==> config.mk <==
export PLATFORM = sky130hd
export DESIGN_NAME = tx_pad_fcs
export DESIGN_NICKNAME = d
export VERILOG_FILES = /design/src/rtl/tx_pf_pkg.sv /design/src/rtl/tx_pf_regs.sv /design/src/rtl/tx_pf_crc.sv /design/src/rtl/tx_pf_ctrl.sv /design/src/rtl/tx_pad_fcs.sv
export SDC_FILE = /design/constraint.sdc
export NUM_CORES = 1
export LEC_CHECK = 0
export BUFFER_PORTS_ARGS = -buffer_cell sky130_fd_sc_hd__buf_2
export CAP_MARGIN = 20
export CORE_ASPECT_RATIO = 0.9
export CORE_MARGIN = 8
export CORE_UTILIZATION = 50
export CTS_CLUSTER_DIAMETER = 50
export DETAILED_ROUTE_END_ITERATION = 7
export GPL_TIMING_DRIVEN = 0
export PLACE_DENSITY = 0.76
export SETUP_SLACK_MARGIN = 0.5
export SLEW_MARGIN = 5
export SYNTH_ARGS = -nofsm -noshare
export SYNTH_HDL_FRONTEND = slang
export SYNTH_SLANG_ARGS = --single-unit
==> constraint.sdc <==
create_clock -name clk -period 6.95 [get_ports clk]
set_input_delay 0.695 -clock clk [delete_from_list [all_inputs] [get_ports clk]]
set_output_delay 0.695 -clock clk [all_outputs]
set_load 0.01 [all_outputs]
==> src/rtl/tx_pf_pkg.sv <==
package tx_pf_pkg;

  localparam int          REG_W         = 32;
  localparam int          FCS_BYTES     = 4;
  localparam logic [31:0] CRC_POLY_REFL = 32'hEDB88320;
  localparam logic [31:0] CRC_PRESET    = 32'hFFFFFFFF;

  typedef enum logic [1:0] {
    PH_DATA = 2'd0,
    PH_PAD  = 2'd1,
    PH_FCS  = 2'd2
  } phase_e;

  // one byte of the reflected CRC-32, bit 0 of the byte first
  function automatic logic [31:0] crc32_step(input logic [31:0] c,
                                             input logic [7:0]  d);
    logic [31:0] r;
    r = c;
    for (int b = 0; b < 8; b++) begin
      if (r[0] ^ d[b]) r = (r >> 1) ^ CRC_POLY_REFL;
      else             r = r >> 1;
    end
    return r;
  endfunction

endpackage

==> src/rtl/tx_pf_regs.sv <==
module tx_pf_regs
  import tx_pf_pkg::*;
(
  input  logic             clk,
  input  logic             rst_n,
  input  logic             cfg_we,
  input  logic             cfg_addr,
  input  logic [REG_W-1:0] cfg_wdata,
  output logic [REG_W-1:0] cfg_rdata,
  output logic             pad_en,
  output logic             crc_en
);

  logic pad_q;
  logic crc_q;
  logic unused_wbits;

  assign unused_wbits = ^cfg_wdata[REG_W-1:2];

  always_ff @(posedge clk or negedge rst_n) begin
    if (!rst_n) begin
      pad_q <= 1'b1;
      crc_q <= 1'b1;
    end else if (cfg_we) begin
      if (cfg_addr) crc_q <= cfg_wdata[1];
      else          pad_q <= cfg_wdata[0];
    end
  end

  always_comb begin
    cfg_rdata = '0;
    if (cfg_addr) begin
      cfg_rdata[0] = 1'b1;
      cfg_rdata[1] = crc_q;
    end else begin
      cfg_rdata[0] = pad_q;
    end
  end

  assign pad_en = pad_q;
  assign crc_en = crc_q;


  wrhold_chk: assert property (@(posedge clk) disable iff (!rst_n)
    !cfg_we |=> ($stable(pad_q) && $stable(crc_q)));

endmodule

==> src/rtl/tx_pf_crc.sv <==
module tx_pf_crc
  import tx_pf_pkg::*;
(
  input  logic        clk,
  input  logic        rst_n,
  input  logic        upd,
  input  logic        restart,
  input  logic [7:0]  din,
  output logic [31:0] fcs
);

  logic [31:0] crc_q;
  logic [31:0] crc_base;

  assign crc_base = restart ? CRC_PRESET : crc_q;

  always_ff @(posedge clk or negedge rst_n) begin
    if (!rst_n)   crc_q <= CRC_PRESET;
    else if (upd) crc_q <= crc32_step(crc_base, din);
  end

  assign fcs = ~crc_q;


  crc_hold_chk: assert property (@(posedge clk) disable iff (!rst_n)
    !upd |=> $stable(crc_q));

endmodule

==> src/rtl/tx_pf_ctrl.sv <==
module tx_pf_ctrl
  import tx_pf_pkg::*;
#(
  parameter int MIN_LEN = 60
) (
  input  logic        clk,
  input  logic        rst_n,
  input  logic        pad_reg,
  input  logic        crc_reg,
  input  logic [31:0] fcs,
  input  logic [7:0]  in_data,
  input  logic        in_valid,
  input  logic        in_sop,
  input  logic        in_eop,
  output logic        in_ready,
  output logic [7:0]  out_data,
  output logic        out_valid,
  output logic        out_sop,
  output logic        out_eop,
  input  logic        out_ready,
  output logic        crc_upd,
  output logic        crc_restart
);

  localparam int CW    = $clog2(MIN_LEN + 1);
  localparam int IW    = $clog2(FCS_BYTES);
  localparam int LASTB = FCS_BYTES - 1;

  typedef logic [CW-1:0] cnt_t;

  function automatic cnt_t len_inc(input cnt_t c);
    return (c >= cnt_t'(MIN_LEN)) ? c : c + cnt_t'(1);
  endfunction

  phase_e         ph_q;
  cnt_t           cnt_q;
  logic [IW-1:0]  idx_q;
  logic           in_frame;
  logic           pad_sh;
  logic           crc_sh;

  logic           pad_eff;
  logic           crc_eff;
  cnt_t           len_now;
  logic           pad_more;
  logic           pad_last;
  logic           fcs_last;
  logic           xfer;
  logic           sop_xfer;
  logic           ext_active;

  assign pad_eff    = in_frame ? pad_sh : pad_reg;
  assign crc_eff    = in_frame ? crc_sh : crc_reg;
  assign len_now    = in_sop ? cnt_t'(1) : len_inc(cnt_q);
  assign pad_more   = pad_eff && (len_now < cnt_t'(MIN_LEN));
  assign pad_last   = (cnt_q == cnt_t'(MIN_LEN - 1));
  assign fcs_last   = (idx_q == IW'(LASTB));
  assign ext_active = (ph_q != PH_DATA);

  always_comb begin
    out_data  = in_data;
    out_valid = in_valid;
    out_sop   = in_sop;
    out_eop   = 1'b0;
    in_ready  = out_ready;
    case (ph_q)
      PH_PAD: begin
        out_data  = 8'h00;
        out_valid = 1'b1;
        out_sop   = 1'b0;
        out_eop   = !crc_eff && pad_last;
        in_ready  = 1'b0;
      end
      PH_FCS: begin
        out_data  = fcs[8*idx_q +: 8];
        out_valid = 1'b1;
        out_sop   = 1'b0;
        out_eop   = fcs_last;
        in_ready  = 1'b0;
      end
      default: begin
        out_eop = in_eop && !pad_more && !crc_eff;
      end
    endcase
  end

  assign xfer        = out_valid && out_ready;
  assign sop_xfer    = xfer && (ph_q == PH_DATA) && in_sop;
  assign crc_upd     = xfer && (ph_q != PH_FCS);
  assign crc_restart = (ph_q == PH_DATA) && in_sop;

  always_ff @(posedge clk or negedge rst_n) begin
    if (!rst_n) begin
      ph_q  <= PH_DATA;
      cnt_q <= '0;
      idx_q <= '0;
    end else if (xfer) begin
      case (ph_q)
        PH_DATA: begin
          cnt_q <= len_now;
          if (in_eop) begin
            if (pad_more)     ph_q <= PH_PAD;
            else if (crc_eff) ph_q <= PH_FCS;
          end
        end
        PH_PAD: begin
          cnt_q <= cnt_q + cnt_t'(1);
          if (pad_last) ph_q <= crc_eff ? PH_FCS : PH_DATA;
        end
        PH_FCS: begin
          idx_q <= idx_q + IW'(1);
          if (fcs_last) begin
            idx_q <= '0;
            ph_q  <= PH_DATA;
          end
        end
        default: ph_q <= PH_DATA;
      endcase
    end
  end

  always_ff @(posedge clk or negedge rst_n) begin
    if (!rst_n) begin
      in_frame <= 1'b0;
      pad_sh   <= 1'b1;
      crc_sh   <= 1'b1;
    end else begin
      if (sop_xfer) begin
        pad_sh <= pad_reg;
        crc_sh <= crc_reg;
      end
      if (xfer && out_eop)  in_frame <= 1'b0;
      else if (sop_xfer)    in_frame <= 1'b1;
    end
  end


  ext_noready_chk: assert property (@(posedge clk) disable iff (!rst_n)
    ext_active |-> !in_ready);


  ext_valid_chk: assert property (@(posedge clk) disable iff (!rst_n)
    ext_active |-> out_valid);


  pad_bound_chk: assert property (@(posedge clk) disable iff (!rst_n)
    (ph_q == PH_PAD) |-> (cnt_q < cnt_t'(MIN_LEN)));


  fcs_len_chk: assert property (@(posedge clk) disable iff (!rst_n)
    (ph_q == PH_FCS && xfer && fcs_last) |=> (ph_q == PH_DATA && !in_frame));


  cfg_hold_chk: assert property (@(posedge clk) disable iff (!rst_n)
    (in_frame && !sop_xfer) |=> ($stable(pad_sh) && $stable(crc_sh)));

endmodule

==> src/rtl/tx_pad_fcs.sv <==
module tx_pad_fcs
  import tx_pf_pkg::*;
#(
  parameter int MIN_LEN = 60
) (
  input  logic        clk,
  input  logic        rst_n,
  input  logic        cfg_we,
  input  logic        cfg_addr,
  input  logic [31:0] cfg_wdata,
  output logic [31:0] cfg_rdata,
  input  logic [7:0]  in_data,
  input  logic        in_valid,
  input  logic        in_sop,
  input  logic        in_eop,
  output logic        in_ready,
  output logic [7:0]  out_data,
  output logic        out_valid,
  output logic        out_sop,
  output logic        out_eop,
  input  logic        out_ready
);

  logic        pad_en;
  logic        crc_en;
  logic        crc_upd;
  logic        crc_restart;
  logic [31:0] fcs;

  tx_pf_regs u_regs (
    .clk       (clk),
    .rst_n     (rst_n),
    .cfg_we    (cfg_we),
    .cfg_addr  (cfg_addr),
    .cfg_wdata (cfg_wdata),
    .cfg_rdata (cfg_rdata),
    .pad_en    (pad_en),
    .crc_en    (crc_en)
  );

  tx_pf_crc u_crc (
    .clk     (clk),
    .rst_n   (rst_n),
    .upd     (crc_upd),
    .restart (crc_restart),
    .din     (out_data),
    .fcs     (fcs)
  );

  tx_pf_ctrl #(.MIN_LEN(MIN_LEN)) u_ctrl (
    .clk         (clk),
    .rst_n       (rst_n),
    .pad_reg     (pad_en),
    .crc_reg     (crc_en),
    .fcs         (fcs),
    .in_data     (in_data),
    .in_valid    (in_valid),
    .in_sop      (in_sop),
    .in_eop      (in_eop),
    .in_ready    (in_ready),
    .out_data    (out_data),
    .out_valid   (out_valid),
    .out_sop     (out_sop),
    .out_eop     (out_eop),
    .out_ready   (out_ready),
    .crc_upd     (crc_upd),
    .crc_restart (crc_restart)
  );

endmodule

# == After elaboration in Yosys (flattened, before gate mapping) ==
# Cells that the tools add are included.
# word_totals
ff_bits,47
input_bits,48
out_inout_bits,44
elab_cells,100
# op_classes
addsub,2
n_lt_le_gt_ge,2
eq_ne,9
n_shift,1
mux,38
bitwise_logic,18
reduce_logical,21
# op_table
cell,count
32-bit two-way mux,16
13-bit inverter with 14-bit output,8
32-bit inverter,1
32-bit by 6-bit indexed part select with 8-bit output,1
8-bit case mux with 2 select lines,1
2-bit two-way mux,7
6-bit two-way mux,2
6-bit case mux with 2 select lines,1
1-bit logical AND,10
1-bit two-way mux,9
2-bit AND reduction,4
1-bit bitwise XOR,8
"6-bit by 1-bit adder with 6-bit output, second input constant",1
"6-bit equality test, second input constant",1
"6-bit >= comparator, second input constant",1
"6-bit less-than comparator, second input constant",1
2-bit case mux with 3 select lines,1
5-bit AND reduction,1
"2-bit equality test, second input constant",2
"2-bit by 1-bit inequality test with 1-bit output, second input constant",2
"2-bit inequality test, second input constant",2
2-bit nonzero test,2
"3-bit by 1-bit inequality test with 1-bit output, second input constant",1
"2-bit by 1-bit adder with 2-bit output, second input constant",1
other kinds (6),7

# == Longest topological paths before layout ==
# depth
depth_word,26
mapped_depth,11
depth_no_buf,10

# == Hierarchy ==
# A second synthesis with hierarchy kept.
# unflattened
hier_cells,434
area_unflattened_um2,4010.1
# by_module_without_submodules
module,n_inst,cells_each,area_each_um2,seq_area_each_um2
tx_pf_crc,1,251,2363.5,840.8
tx_pf_ctrl,1,144,1312.5,327.8
tx_pf_regs,1,39,334.1,52.6

# == Worst setup path after synthesis ==
# No wires, ideal clock.
# synth_timing
kind,register to output
from,register u_ctrl.cnt_q[0]
to,output out_eop
arrival_time_ps,2197
t_required_ps,6255
slack_ps,4058
stages_incl_launch_ff,10
path_buffers,1
path_cell_list,dfrtp_1 -> ha_1 -> clkbuf_1 -> a21oi_1 -> mux2_2 -> a21oi_1 -> o21a_1 -> o221ai_1 -> a21oi_1 -> o41ai_1
# synth_between
elab_chain_len,9
elab_cells_between_ends,12
cone_classes,add/sub (1); order compare (2); eq/ne (1); mux (3); reduce/logical (5)
# synth_rtl
element,line_no,source
start: declaration,tx_pf_ctrl.sv:36,cnt_t cnt_q;
start signal: assignment,tx_pf_ctrl.sv:100,cnt_q <= len_now;
start signal: assignment,tx_pf_ctrl.sv:107,cnt_q <= cnt_q + cnt_t'(1);
6-bit by 1-bit adder with 6-bit output / 6-bit >= comparator (equally long branches),tx_pf_ctrl.sv:32,return (c >= cnt_t'(MIN_LEN)) ? c : c + cnt_t'(1);
6-bit two-way mux,tx_pf_ctrl.sv:32,
6-bit two-way mux,tx_pf_ctrl.sv:54,assign len_now = in_sop ? cnt_t'(1) : len_inc(cnt_q);
6-bit less-than comparator,tx_pf_ctrl.sv:55,assign pad_more = pad_eff && (len_now < cnt_t'(MIN_LEN));
1-bit logical AND,tx_pf_ctrl.sv:55,
1-bit logical NOT,tx_pf_ctrl.sv:82,out_eop = in_eop && !pad_more && !crc_eff;
1-bit logical AND (2 in series),tx_pf_ctrl.sv:82,
1-bit case mux with 2 select lines (*),tx_pf_ctrl.sv:66,case (ph_q)
end: declaration,tx_pad_fcs.sv:20,"output logic out_eop,"
# Every way passes the cells marked *; elsewhere a longest branch is shown, timed or not.

# == Worst setup path in the final report ==
# Same ends and word-level chain as after synthesis.

==> results.md <==
* RD Place Congestion at 0.8994
* Maximum number of pins on one net before global-route repair at 48
* Vias after detailed routing at between 2000 and 3000
* Final antenna-violating net count at 0
* Width of the chip at roughly 110 µm
* Kind of end point of the critical path: output port
* Core region area at between 7000 and 8000 µm²
* Distinct cells, synth at 56
* Wire length per cell after detailed routing at around 16 µm
* Slowest library cell on the worst path: sky130_fd_sc_hd__o41ai_1
* Worst-margin pin slew at a little under 800 ps
* Warning count from the yosys run at 0
* Arithmetic-cell share of the synthesized area counting full adders, half adders and majority gates at under 10%
* Final number of setup-violating endpoints at 0
* Post-layout min period at around 3500 ps
* Leading register cell type out of synthesis: sky130_fd_sc_hd__dfstp_2
* Compound-gate portion of the synthesized area at 13.53%
* Startpoint Class: flop
* Iteration-0 DRC count of the detailed router at 264
* Synthesis-stage register bit count at between 40 and 50
* Total inserted antenna cells at 0
* Count of buffer and inverter cells on the critical path at 2
* Unrepaired setup endpoints after global routing: no
* Detailed-placement wirelength estimate at roughly 6500 µm
* Crit Path Category: flop to output port
* Count of unresolved DRC violations after routing at 0
* CTS resizes at 0
* Number of enable flip-flop cells after synthesis at 0
* Clock slew seen by the registers of the worst setup and hold paths at roughly 80 ps
* Setup slack after placement at approximately 3600 ps
* Dominant cell type by count on the critical path: sky130_fd_sc_hd__a21oi_1
* Die H at 96.67 µm
* Synth Area in Simple Gates at between 10% and 20%
* Worst path cell trace: ha_1 -> clkbuf_1 -> a21oi_1 -> mux2_2 -> a21oi_1 -> o21a_1 -> o221ai_1 -> a21oi_1 -> o41ai_1 -> buf_2
* Outcome: complete, no violations
* Average instance area after synthesis at 9.174 µm²
* Share of cells above drive strength 1 at between 20% and 30%
* Kind of cell with the highest combined delay on the critical path: compound AO/OA/AOI/OAI gates
* Number of antenna violations at the first check in global routing at 0
* Relative area change from synthesis to final layout at 13.85%
* Skew final at roughly 13 ps
* Pre-Repair DR Iteration Count at 5
* Final-report hold violation count at 0
* CTS tree: done
* Share of Yosys cell area claimed by the top area cell type at approximately a quarter
* Max-cap violations at 0
* TritonCTS sink count at 47
* Number of pins with negative max-slew slack in the final report at 0
* Longest individual stage delay on the worst path at approximately 480 ps
* Post-CTS setup-driven buffer insertion count at 0
* Share of synthesized area spent on multiplexers at 6.888%
* Number of top-level design ports at 92
* Critical Path Fanout Max at 8
* Overflow after GRT at 0
* Full die area at 10210 µm²
* Share of synthesized registers carrying an async set or reset at 100.0%
* Number of buffers added on ports at 31
* Main combinational cell family by area after synthesis: XOR/XNOR gates
* Fraction of synthesized cell area in xor and xnor cells at roughly 22%
* Drt total wl at approximately 8900 µm
* Vias in the first global route at between 2000 and 3000
* Root buffer cell: sky130_fd_sc_hd__clkbuf_8
* Global-route usage over all layers at roughly 18%
* Required time of the critical path at ~6300 ps
* Latest clock arrival within the worst-skew pair at a little over 300 ps
* Fmax at approximately 0.28 GHz
* Combined area of all synthesized cells at about 3600 µm²
* Final TNS setup at 0 ps
* Count of filler cells inserted in the layout at 621
* Main area contributors after synthesis: sky130_fd_sc_hd__dfstp_2 26%, sky130_fd_sc_hd__xnor2_1 9.2%, sky130_fd_sc_hd__dfrtp_1 7.6%, sky130_fd_sc_hd__buf_4 6.4%, sky130_fd_sc_hd__xor2_1 5.6%
* Finished Core Util at 58.46%
* Global-route wire length before repair at between 10000 and 15000 µm
* Post-DR vias/cell at between 5 and 6
* Buffers from clock root to sink, at most at 2
* Initial standard-cell utilization of the core at 51.35%
* Final Worst Setup Slack at around 3400 ps
* Fin crit share at roughly 51%
* Reg-to-reg slack, setup at 3590 ps
* Classification of the worst-slack hold path: flop to flop
* Worst slew margin relative to its limit at between 40% and 50%
* Layout Nets at between 500 and 600
* Count of standard-cell rows at 29
* CP Data Arrival Time at 2830 ps
* Cells after synthesis at 394
* Hold_buf cts at 0
* CTS H-tree depth at 2
* Sequential cell area fraction in the yosys report at 33.78%
* Cts bufs inserted at 5
* Cell type contributing the most total cell area after synthesis: sky130_fd_sc_hd__dfstp_2
routing by layer:
layer	GRT usage, %	share of wire (%)	up-vias
met5	0	0	-
met4	5.730	1.1	0
met3	2.653	6.8	9
met2	28.54	48	126
met1	23.24	45	1381
li1	-	-	1397
layout by cell type, fill, tap and decap left out, drive strengths merged, types with 2 or more instances in the layout:
| cell type | n |
|---|---|
| and3b | 2 |
| nor2 | 37 |
| or2 | 2 |
| o22ai | 2 |
| conb | 30 |
| nor3 | 4 |
| o22a | 2 |
| a31oi | 3 |
| ha | 5 |
| mux2i | 17 |
| dfstp | 36 |
| clkbuf | 20 |
| mux2 | 7 |
| buf | 68 |
| o21ai | 43 |
| nor2b | 4 |
| and3 | 3 |
| o21a | 2 |
| xnor2 | 44 |
| inv | 14 |
| and2 | 3 |
| a22oi | 6 |
| nand2 | 39 |
| xor2 | 28 |
| a21oi | 13 |
| xnor3 | 2 |
| a222oi | 2 |
| dfrtp | 11 |
Yosys cell counts (all sizes together) (3+ instances only):
cell type  number
and2            3
a22oi           6
mux2            7
and3            3
nor2           37
dfrtp          11
o21ai          43
nor2b           4
xor2           28
clkbuf         12
xnor2          44
dfstp          36
nand2          39
a21oi          13
nor3            4
inv            14
buf            36
mux2i          17
ha              5
a31oi           3
tightest hold or removal path, stage by stage, from the launching register on:
cell and delay (ps):
sky130_fd_sc_hd__dfstp_2 380, sky130_fd_sc_hd__nand2_1 50, sky130_fd_sc_hd__o21ai_1 50
worst paths after layout:
| check | end | startpoint | depth (start not counted) |
|---|---|---|---|
| min reg2reg | u_crc.crc_q[18] | u_crc.crc_q[18] | 2 |
| min in group asynchronous | u_crc.crc_q[8] | rst_n | 1 |
| max reg2reg | u_crc.crc_q[18] | u_ctrl.ph_q[0] | 11 |
| min | u_crc.crc_q[18] | u_crc.crc_q[18] | 2 |
| max in group asynchronous | u_crc.crc_q[12] | rst_n | 2 |
| max | out_eop | u_ctrl.cnt_q[0] | 10 |
cell families after synthesis:
kind of cell    count (synthesis)
simple gates                   99
compound gates                 82
xor+xnor                       74
buf+inv                        62
flops                          47
mux                            24
fa+ha+maj                       5
other cells                     1
final cells by class:
class	count	area, µm²	area share, %
Buffer	48	314.1	7.631
Multi-Input combinational cell	314	2136	51.90
Tap cell	93	116.4	2.828
Timing Repair Buffer	32	175.2	4.257
Inverter	14	52.55	1.277
Sequential cell	47	1221	29.67
Clock buffer	8	100.1	2.432
flip-flops by register name (all words and copies together), names as in the netlist:
signal	count
u_crc.crc_q	32
u_ctrl.idx_q	2
u_ctrl.cnt_q	6
u_ctrl.in_frame	1
u_regs.pad_en	1
u_ctrl.crc_sh	1
u_regs.crc_en	1
u_ctrl.ph_q	2
u_ctrl.pad_sh	1
stage by stage:
| stage | std cells | hold WS (ps) | area (µm²) |
|---|---|---|---|
| floorplan | 423 | 399.4 | 3724 |
| global placement | 547 | 460.3 | 3995 |
| detailed placement | 547 | 469.7 | 3995 |
| CTS | 555 | 483.3 | 4095 |
| global route | 556 | 501.4 | 4115 |
| finish | 556 | 482.0 | 4115 |
Power is left out: the tool's default activity adds up to more than one toggle a clock period on the data nets, which glitch-free logic cannot reach.
